--- src/rtl/mcpu_irq_pkg.sv ---
package mcpu_irq_pkg;

  localparam int ACK_W = 10;
  localparam logic [ACK_W-1:0] ACK_NONE = 10'd1023;
  localparam logic [ACK_W-1:0] ACK_DBELL = 10'd0;

  // shared region offsets
  localparam int OFS_CTRL     = 'h000;
  localparam int OFS_SET_EN   = 'h030;
  localparam int OFS_CLR_EN   = 'h034;
  localparam int OFS_SRC_BASE = 'h100;

  // per-CPU region offsets
  localparam int OFS_ACK      = 'h044;
  localparam int OFS_SET_MSK  = 'h048;
  localparam int OFS_CLR_MSK  = 'h04C;

  typedef enum logic {
    BANK_SHARED = 1'b0,
    BANK_CPU    = 1'b1
  } bank_e;

endpackage

--- src/rtl/irq_cfg_regs.sv ---
module irq_cfg_regs
  import mcpu_irq_pkg::*;
#(
  parameter int NUM_CPUS = 4,
  parameter int NUM_SRC  = 32,
  parameter int ADDR_W   = 12,
  parameter int DATA_W   = 32,
  parameter int CPU_W    = 2
) (
  input  logic                               clk,
  input  logic                               rst_n,
  input  logic                               wr,
  input  logic                               bank,
  input  logic [ADDR_W-1:0]                  addr,
  input  logic [DATA_W-1:0]                  wdata,
  input  logic [CPU_W-1:0]                   cpu,
  output logic [NUM_SRC-1:1]                 en_o,
  output logic [NUM_CPUS-1:0][NUM_SRC-1:0]   mask_o,
  output logic [NUM_SRC-1:0][NUM_CPUS-1:0]   route_o
);

  localparam int IDX_W = $clog2(NUM_SRC);
  localparam logic [ADDR_W-1:0] A_SET_EN  = ADDR_W'(OFS_SET_EN);
  localparam logic [ADDR_W-1:0] A_CLR_EN  = ADDR_W'(OFS_CLR_EN);
  localparam logic [ADDR_W-1:0] A_SET_MSK = ADDR_W'(OFS_SET_MSK);
  localparam logic [ADDR_W-1:0] A_CLR_MSK = ADDR_W'(OFS_CLR_MSK);
  localparam logic [ADDR_W-1:0] A_BASE    = ADDR_W'(OFS_SRC_BASE);
  localparam logic [ADDR_W-1:0] A_SPAN    = ADDR_W'(4 * NUM_SRC);

  logic [NUM_SRC-1:1]               en_q, en_d;
  logic [NUM_CPUS-1:0][NUM_SRC-1:0] mask_q, mask_d;
  logic [NUM_SRC-1:0][NUM_CPUS-1:0] route_q, route_d;

  logic [IDX_W-1:0]  idx;
  logic              idx_ok;
  logic              cpu_ok;
  logic [ADDR_W-1:0] rel;
  logic              src_hit;
  logic [IDX_W-1:0]  sidx;

  // decode of the written source number and of the routing window
  always_comb begin
    idx     = wdata[IDX_W-1:0];
    idx_ok  = (wdata < DATA_W'(NUM_SRC));
    cpu_ok  = (int'(cpu) < NUM_CPUS);
    rel     = addr - A_BASE;
    src_hit = (addr >= A_BASE) && (rel < A_SPAN) && (addr[1:0] == 2'b00);
    sidx    = rel[IDX_W+1:2];
  end

  // next-state logic
  always_comb begin
    en_d    = en_q;
    mask_d  = mask_q;
    route_d = route_q;
    if (wr && (bank == BANK_SHARED)) begin
      case (addr)
        A_SET_EN: if (idx_ok && (idx != '0)) en_d[idx] = 1'b1;
        A_CLR_EN: if (idx_ok && (idx != '0)) en_d[idx] = 1'b0;
        default:  if (src_hit) route_d[sidx] = wdata[NUM_CPUS-1:0];
      endcase
    end
    if (wr && (bank == BANK_CPU) && cpu_ok && idx_ok) begin
      case (addr)
        A_SET_MSK: mask_d[cpu][idx] = 1'b1;
        A_CLR_MSK: mask_d[cpu][idx] = 1'b0;
        default:   ;
      endcase
    end
  end

  // state registers, clock enable is the write strobe
  always_ff @(posedge clk or negedge rst_n) begin
    if (!rst_n) begin
      en_q    <= '0;
      mask_q  <= '1;
      route_q <= '0;
    end else if (wr) begin
      en_q    <= en_d;
      mask_q  <= mask_d;
      route_q <= route_d;
    end
  end

  assign en_o    = en_q;
  assign mask_o  = mask_q;
  assign route_o = route_q;

  // a set-enable write of a valid number turns that source on
  a_r3_set_enable: assert property (@(posedge clk) disable iff (!rst_n)
    (wr && bank == BANK_SHARED && addr == A_SET_EN && idx_ok && idx != '0)
      |=> en_q[$past(idx)]);

  // a clear-enable write of a valid number turns that source off
  a_r3_clr_enable: assert property (@(posedge clk) disable iff (!rst_n)
    (wr && bank == BANK_SHARED && addr == A_CLR_EN && idx_ok && idx != '0)
      |=> !en_q[$past(idx)]);

  // an out-of-range number leaves the enables alone
  a_r3_range_ignored: assert property (@(posedge clk) disable iff (!rst_n)
    (wr && bank == BANK_SHARED && (addr == A_SET_EN || addr == A_CLR_EN) && !idx_ok)
      |=> $stable(en_q));

  // set-mask masks the number for the accessing CPU
  a_r4_set_mask: assert property (@(posedge clk) disable iff (!rst_n)
    (wr && bank == BANK_CPU && addr == A_SET_MSK && idx_ok && cpu_ok)
      |=> mask_q[$past(cpu)][$past(idx)]);

  // clear-mask unmasks the number for the accessing CPU
  a_r4_clr_mask: assert property (@(posedge clk) disable iff (!rst_n)
    (wr && bank == BANK_CPU && addr == A_CLR_MSK && idx_ok && cpu_ok)
      |=> !mask_q[$past(cpu)][$past(idx)]);

  // a per-CPU access never touches the global enables or routing
  a_r4_cpu_bank_scope: assert property (@(posedge clk) disable iff (!rst_n)
    (wr && bank == BANK_CPU) |=> ($stable(en_q) && $stable(route_q)));

endmodule

--- src/rtl/irq_pick.sv ---
module irq_pick
  import mcpu_irq_pkg::*;
#(
  parameter int NUM_SRC = 32
) (
  input  logic               clk,
  input  logic               rst_n,
  input  logic [NUM_SRC-1:0] cand,
  output logic [ACK_W-1:0]   ack
);

  localparam int IDX_W = $clog2(NUM_SRC);

  // lowest index wins; index 0 is the doorbell, so it wins over everything
  always_comb begin
    ack = ACK_NONE;
    for (int i = NUM_SRC - 1; i >= 0; i--) begin
      if (cand[i]) ack = ACK_W'(i);
    end
  end

  logic [NUM_SRC-1:0] below;
  always_comb begin
    below = (NUM_SRC'(1) << ack[IDX_W-1:0]) - NUM_SRC'(1);
  end

  // a reported number is a candidate and no lower candidate exists
  a_r7_lowest_wins: assert property (@(posedge clk) disable iff (!rst_n)
    (ack != ACK_NONE) |-> (cand[ack[IDX_W-1:0]] && ((cand & below) == '0)));

  // "none" only when there is no candidate at all
  a_r7_none_empty: assert property (@(posedge clk) disable iff (!rst_n)
    (ack == ACK_NONE) |-> (cand == '0));

  // the result is always a real source number or the none code
  a_r7_in_range: assert property (@(posedge clk) disable iff (!rst_n)
    (ack == ACK_NONE) || (ack < ACK_W'(NUM_SRC)));

endmodule

--- src/rtl/irq_rd_port.sv ---
module irq_rd_port
  import mcpu_irq_pkg::*;
#(
  parameter int NUM_CPUS = 4,
  parameter int NUM_SRC  = 32,
  parameter int ADDR_W   = 12,
  parameter int DATA_W   = 32,
  parameter int CPU_W    = 2
) (
  input  logic                               clk,
  input  logic                               rst_n,
  input  logic                               rd,
  input  logic                               bank,
  input  logic [ADDR_W-1:0]                  addr,
  input  logic [CPU_W-1:0]                   cpu,
  input  logic [NUM_SRC-1:0][NUM_CPUS-1:0]   route,
  input  logic [NUM_CPUS-1:0][ACK_W-1:0]     ack_all,
  output logic [DATA_W-1:0]                  rdata
);

  localparam int IDX_W = $clog2(NUM_SRC);
  localparam logic [ADDR_W-1:0] A_CTRL = ADDR_W'(OFS_CTRL);
  localparam logic [ADDR_W-1:0] A_ACK  = ADDR_W'(OFS_ACK);
  localparam logic [ADDR_W-1:0] A_BASE = ADDR_W'(OFS_SRC_BASE);
  localparam logic [ADDR_W-1:0] A_SPAN = ADDR_W'(4 * NUM_SRC);

  logic [DATA_W-1:0] rdata_q, rdata_d;
  logic [ADDR_W-1:0] rel;
  logic              src_hit;
  logic [IDX_W-1:0]  sidx;
  logic              cpu_ok;

  always_comb begin
    rel     = addr - A_BASE;
    src_hit = (addr >= A_BASE) && (rel < A_SPAN) && (addr[1:0] == 2'b00);
    sidx    = rel[IDX_W+1:2];
    cpu_ok  = (int'(cpu) < NUM_CPUS);
  end

  // read data selection
  always_comb begin
    rdata_d = '0;
    if (bank == BANK_SHARED) begin
      if (addr == A_CTRL) begin
        rdata_d[11:2] = 10'(NUM_SRC);
      end else if (src_hit) begin
        rdata_d[NUM_CPUS-1:0] = route[sidx];
      end
    end else begin
      if ((addr == A_ACK) && cpu_ok) begin
        rdata_d[ACK_W-1:0] = ack_all[cpu];
      end
    end
  end

  always_ff @(posedge clk or negedge rst_n) begin
    if (!rst_n) begin
      rdata_q <= '0;
    end else if (rd) begin
      rdata_q <= rdata_d;
    end
  end

  assign rdata = rdata_q;

  // the control word reports the source count in bits [11:2]
  a_r2_ctrl_count: assert property (@(posedge clk) disable iff (!rst_n)
    (rd && bank == BANK_SHARED && addr == A_CTRL)
      |=> (rdata[11:2] == 10'(NUM_SRC) && rdata[1:0] == 2'b00));

  // read data holds between reads
  a_r11_rdata_hold: assert property (@(posedge clk) disable iff (!rst_n)
    !rd |=> $stable(rdata));

  // the acknowledge word carries nothing above the number field
  a_r7_ack_upper_zero: assert property (@(posedge clk) disable iff (!rst_n)
    (rd && bank == BANK_CPU && addr == A_ACK) |=> (rdata[DATA_W-1:ACK_W] == '0));

endmodule

--- src/rtl/mcpu_irq_ctrl.sv ---
module mcpu_irq_ctrl
  import mcpu_irq_pkg::*;
#(
  parameter int NUM_CPUS = 4,
  parameter int NUM_SRC  = 32,
  parameter int ADDR_W   = 12,
  parameter int DATA_W   = 32,
  localparam int CPU_W   = (NUM_CPUS > 1) ? $clog2(NUM_CPUS) : 1
) (
  input  logic                clk,
  input  logic                rst_n,
  input  logic                bus_wr,
  input  logic                bus_rd,
  input  logic                bus_bank,
  input  logic [ADDR_W-1:0]   bus_addr,
  input  logic [DATA_W-1:0]   bus_wdata,
  input  logic [CPU_W-1:0]    bus_cpu,
  output logic [DATA_W-1:0]   bus_rdata,
  input  logic [NUM_SRC-1:1]  src_level,
  input  logic [NUM_CPUS-1:0] db_pend,
  output logic [NUM_CPUS-1:0] irq_out
);

  // reset: asserted asynchronously, released on a clock edge
  logic [1:0] rst_pipe;
  logic       rst_n_s;

  always_ff @(posedge clk or negedge rst_n) begin
    if (!rst_n) begin
      rst_pipe <= 2'b00;
    end else begin
      rst_pipe <= {rst_pipe[0], 1'b1};
    end
  end
  assign rst_n_s = rst_pipe[1];

  logic [NUM_SRC-1:1]               en;
  logic [NUM_CPUS-1:0][NUM_SRC-1:0] mask;
  logic [NUM_SRC-1:0][NUM_CPUS-1:0] route;
  logic [NUM_CPUS-1:0][NUM_SRC-1:0] cand;
  logic [NUM_CPUS-1:0][ACK_W-1:0]   ack_all;

  irq_cfg_regs #(
    .NUM_CPUS (NUM_CPUS),
    .NUM_SRC  (NUM_SRC),
    .ADDR_W   (ADDR_W),
    .DATA_W   (DATA_W),
    .CPU_W    (CPU_W)
  ) u_cfg (
    .clk     (clk),
    .rst_n   (rst_n_s),
    .wr      (bus_wr),
    .bank    (bus_bank),
    .addr    (bus_addr),
    .wdata   (bus_wdata),
    .cpu     (bus_cpu),
    .en_o    (en),
    .mask_o  (mask),
    .route_o (route)
  );

  for (genvar c = 0; c < NUM_CPUS; c++) begin : g_cpu
    // number 0 is the doorbell: only the per-CPU mask gates it
    assign cand[c][0] = db_pend[c] & ~mask[c][0];

    for (genvar n = 1; n < NUM_SRC; n++) begin : g_src
      assign cand[c][n] = src_level[n] & en[n] & ~mask[c][n] & route[n][c];
    end

    irq_pick #(
      .NUM_SRC (NUM_SRC)
    ) u_pick (
      .clk   (clk),
      .rst_n (rst_n_s),
      .cand  (cand[c]),
      .ack   (ack_all[c])
    );

    assign irq_out[c] = (ack_all[c] != ACK_NONE);

    logic routed_any;
    always_comb begin
      routed_any = 1'b0;
      for (int n = 1; n < NUM_SRC; n++) routed_any = routed_any | route[n][c];
    end

    // an unmasked doorbell is reported as number 0
    a_r8_doorbell_first: assert property (@(posedge clk) disable iff (!rst_n_s)
      (db_pend[c] && !mask[c][0]) |-> (ack_all[c] == ACK_DBELL && irq_out[c]));

    // nothing routed and doorbell masked means the CPU stays quiet
    a_r6_unrouted_quiet: assert property (@(posedge clk) disable iff (!rst_n_s)
      (!routed_any && mask[c][0]) |-> !irq_out[c]);
  end

  irq_rd_port #(
    .NUM_CPUS (NUM_CPUS),
    .NUM_SRC  (NUM_SRC),
    .ADDR_W   (ADDR_W),
    .DATA_W   (DATA_W),
    .CPU_W    (CPU_W)
  ) u_rd (
    .clk     (clk),
    .rst_n   (rst_n_s),
    .rd      (bus_rd),
    .bank    (bus_bank),
    .addr    (bus_addr),
    .cpu     (bus_cpu),
    .route   (route),
    .ack_all (ack_all),
    .rdata   (bus_rdata)
  );

endmodule

--- config.mk ---
export PLATFORM = sky130hd
export DESIGN_NAME = mcpu_irq_ctrl
export DESIGN_NICKNAME = d
export VERILOG_FILES = /design/src/rtl/mcpu_irq_pkg.sv /design/src/rtl/irq_cfg_regs.sv /design/src/rtl/irq_pick.sv /design/src/rtl/irq_rd_port.sv /design/src/rtl/mcpu_irq_ctrl.sv
export SDC_FILE = /design/constraint.sdc
export NUM_CORES = 1
export LEC_CHECK = 0
export BUFFER_PORTS_ARGS = -buffer_cell sky130_fd_sc_hd__clkbuf_2
export CAP_MARGIN = 20
export CORE_ASPECT_RATIO = 0.7
export CORE_UTILIZATION = 30
export CTS_CLUSTER_SIZE = 28
export DETAILED_ROUTE_END_ITERATION = 12
export GPL_TIMING_DRIVEN = 0
export PLACE_DENSITY = 0.56
export RECOVER_POWER = 50
export SYNTH_ARGS = -nofsm -noshare
export SYNTH_HDL_FRONTEND = slang
export SYNTH_SLANG_ARGS = --single-unit
--- constraint.sdc ---
create_clock -name clk -period 10.4 [get_ports clk]
set_input_delay 1.04 -clock clk [delete_from_list [all_inputs] [get_ports clk]]
set_output_delay 1.04 -clock clk [all_outputs]
set_load 0.05 [all_outputs]
==> run_results.csv <==
group,metric,value,unit
outcome,outcome,"finished, violations left",
outcome,violations,"capacitance limit, slew limit",
synthesis,ys_warn_count,0,
floorplan,rows,71,
final_layout,nFillCells,5424,
critical_path,end_kind,"asynchronous set/reset pin",
synthesis,yosys-top-cells-count,"dfrtp_1 (168), o21ai_0 (142), o31ai_1 (134)",
synthesis,synth_top_area_share,0.2580,
detailed_routing,drtAntennaViolNets,0,
synthesis,seq_area_frac_synth,0.4643,
floorplan,dieWidth,280.6,microns
critical_path,cp_max_fo,66,
critical_path,cpPeakStageDelay,2680,ps
detailed_routing,num_vias,15179,
cts,postCtsSetupBuffers,0,
cts,ctsRootBufferMaster,"clkbuf_16",
critical_path,start_kind,"register",
synthesis,synthCells,1534,
synthesis,ys_ff_latch,296,
critical_path,path_common_cell,"clkbuf_1",
floorplan,start_util,0.3037,
place,portBuffers,96,
detailed_routing,post_drt_via_cell_ratio,6.180,
place,placed_cells,2395,
cts,cts_sinks,296,
timing,post-route-period-util,0.5961,
run,max_cap_violations,5,
global_routing,grt_pass1_vias,14217,
synthesis,ys_types,66,
final_layout,multi_input_area,0.008237,sq mm
critical_path,crit_arrival,6060,ps
cts,htreeDepth,1,
critical_path,crit_cells,2,
global_routing,grt_antenna_before_repair,3,
synthesis,mappedNetlistArea,0.01630,sq mm
timing,rsz0062_at_grt,"no",
synthesis,synth_top_area_cell,"dfrtp_1",
cts,cts_hold_buf,0,
floorplan,core_area,0.05366,sq mm
timing,finalHoldViolCount,0,
timing,fin_setup_tns,0,ps
synthesis,synth_most_common_cell,"dfrtp_1",
synthesis,synth-async-reset-ratio,1.000,
final_layout,layout-drive-gt1-share,0.2836,
cts,clk_latency,600,ps
final_layout,finalNonFillerCells,2456,
pwr,p_leak,7.759,nW
global_routing,grt_pass1_wl,107900,microns
cts,cts.repair.resized,0,
cts,cts_tree,"done",
synthesis,synthFlopType,"dfrtp_1",
global_routing,grt-ovfl-total,0,
detailed_routing,wl_per_cell,31.48,microns
detailed_routing,drt-total-wl,77330,microns
pwr,vdd_drop_max,0.1105,mV
synthesis,synth_area_leaders,"dfrtp_1 (26%), dfstp_2 (21%), mux2_2 (9.2%), o31ai_1 (6.2%), nand4b_1 (5.4%)",
final_layout,fin_nets,1786,
timing,max_freq,0.1613,GHz
critical_path,worstPathRequired,10260,ps
final_layout,seqCellArea,0.007567,sq mm
detailed_routing,drt_pre_antenna_iters,6,
pwr,cellPowerDensity,134.2,mW/mm^2
synthesis,synth_edf_count,0,
critical_path,slowest_stage,"clkbuf_1",
place,dp_hpwl,59150,microns
detailed_routing,drcViolationCount,0,
timing,setup_viol,0,
critical_path,r2r_slack,4200,ps
critical_path,critical_path_class,"register to asynchronous set/reset pin",
critical_path,crit_chain,"clkbuf_1, clkbuf_1",
timing,relSlewSlack,-1.637,
timing,slew_violations,276,
timing,min_period,6199,ps
global_routing,grt_use_total,0.2776,
critical_path,critPathBufInv,2,
detailed_routing,first_iter_violations,2198,
critical_path,crit_family,"buffers and inverters",
floorplan,io_pins,122,
floorplan,dieArea,0.05527,sq mm
hold_path,hold_path_class,"input port to asynchronous set/reset pin",
final_layout,areaGrowthSynthToFinish,16.72,%
place,gp_congestion,1.019,
timing,skew,10.85,ps
synthesis,syn_avg_cell_area,10.62,sq um
cts,clock_path_buffers,3,
global_routing,grt_max_degree,73,
timing,worst_pin_slew,3956,ps
floorplan,die_y,197.0,microns
critical_path,rr_worst_depth,2,
cts,clkTransAtPathRegs,60,ps
cts,numCtsBuffers,31,
## area by class of cell
cell class / count / area share
diodes: 2 / 0.0002631
plain buffers: 118 / 0.02920
clock buffers: 44 / 0.04710
clock inverters: 13 / 0.009077
inverters: 7 / 0.001381
multi-input cells: 1134 / 0.4330
flip-flops and latches: 296 / 0.3978
well taps: 730 / 0.04802
repair buffers: 112 / 0.03414
## cell families after synthesis
group | synth area share
other | 0.0004608
and+or+nand+nor | 0.1901
buffers and inverters | 0.03570
AOI/OAI and AO/OA | 0.1738
DFF | 0.4643
muxes | 0.1356
## worst paths after layout
path | from | end
max | rst_pipe[1] | u_cfg.route_o[80]
min | rst_n | rst_pipe[0]
max reg2reg | rst_pipe[1] | u_cfg.route_o[80]
min reg2reg | rst_pipe[0] | rst_pipe[1]
max in group clk | bus_addr[2] | u_cfg.route_o[12]
min in group clk | rst_pipe[0] | rst_pipe[1]
## placed cells by master (no fill, tap or decap), drive strengths merged, types with 8 or more instances in the layout
master / n
clkbuf: 220
dfrtp: 168
o21ai: 143
o31ai: 134
mux2: 134
dfstp: 128
nand4b: 101
nand2: 95
nor2: 93
a21oi: 56
buf: 53
and4b: 42
a31oi: 42
nand4: 29
mux4: 28
nand2b: 23
conb: 23
nor3: 18
nor4: 17
nor2b: 16
nand3: 13
o211ai: 11
a2111oi: 9
nand3b: 8
a211oi: 8
## routing by layer
layer | vias up | share of wire | global-route usage
met3 | 128 | 0.14 | 0.1130
met2 | 970 | 0.37 | 0.3561
met5 | - | 0.00030 | 0
met1 | 7801 | 0.46 | 0.4194
li1 | 6276 | - | -
met4 | 4 | 0.025 | 0.06841
## power breakdown
group	internal (mW)	leakage, nW	total (mW)	switching [mW]
Combinational	0.0452	3.58	0.197	0.152
Clock	0.696	0.519	1.20	0.499
Sequential	1.16	3.66	1.16	0.00415
Total	1.90	7.76	2.55	0.655
## metrics by stage
step	power, mW	cell area, sq um	setup WS (ps)	hold slack [ps]	utilization
final	2.552	19020	4201	222.8	0.3545
after global routing	2.620	19020	3024	203.6	0.3544
after CTS	2.567	19110	5508	198.5	0.3561
after detailed placement	1.375	18040	4892	300.5	0.3362
after global placement	1.363	17770	-1908	338.7	0.3312
after floorplan	1.277	16380	1764	331.2	-
Note: power is estimated with default switching activity, not from simulation.
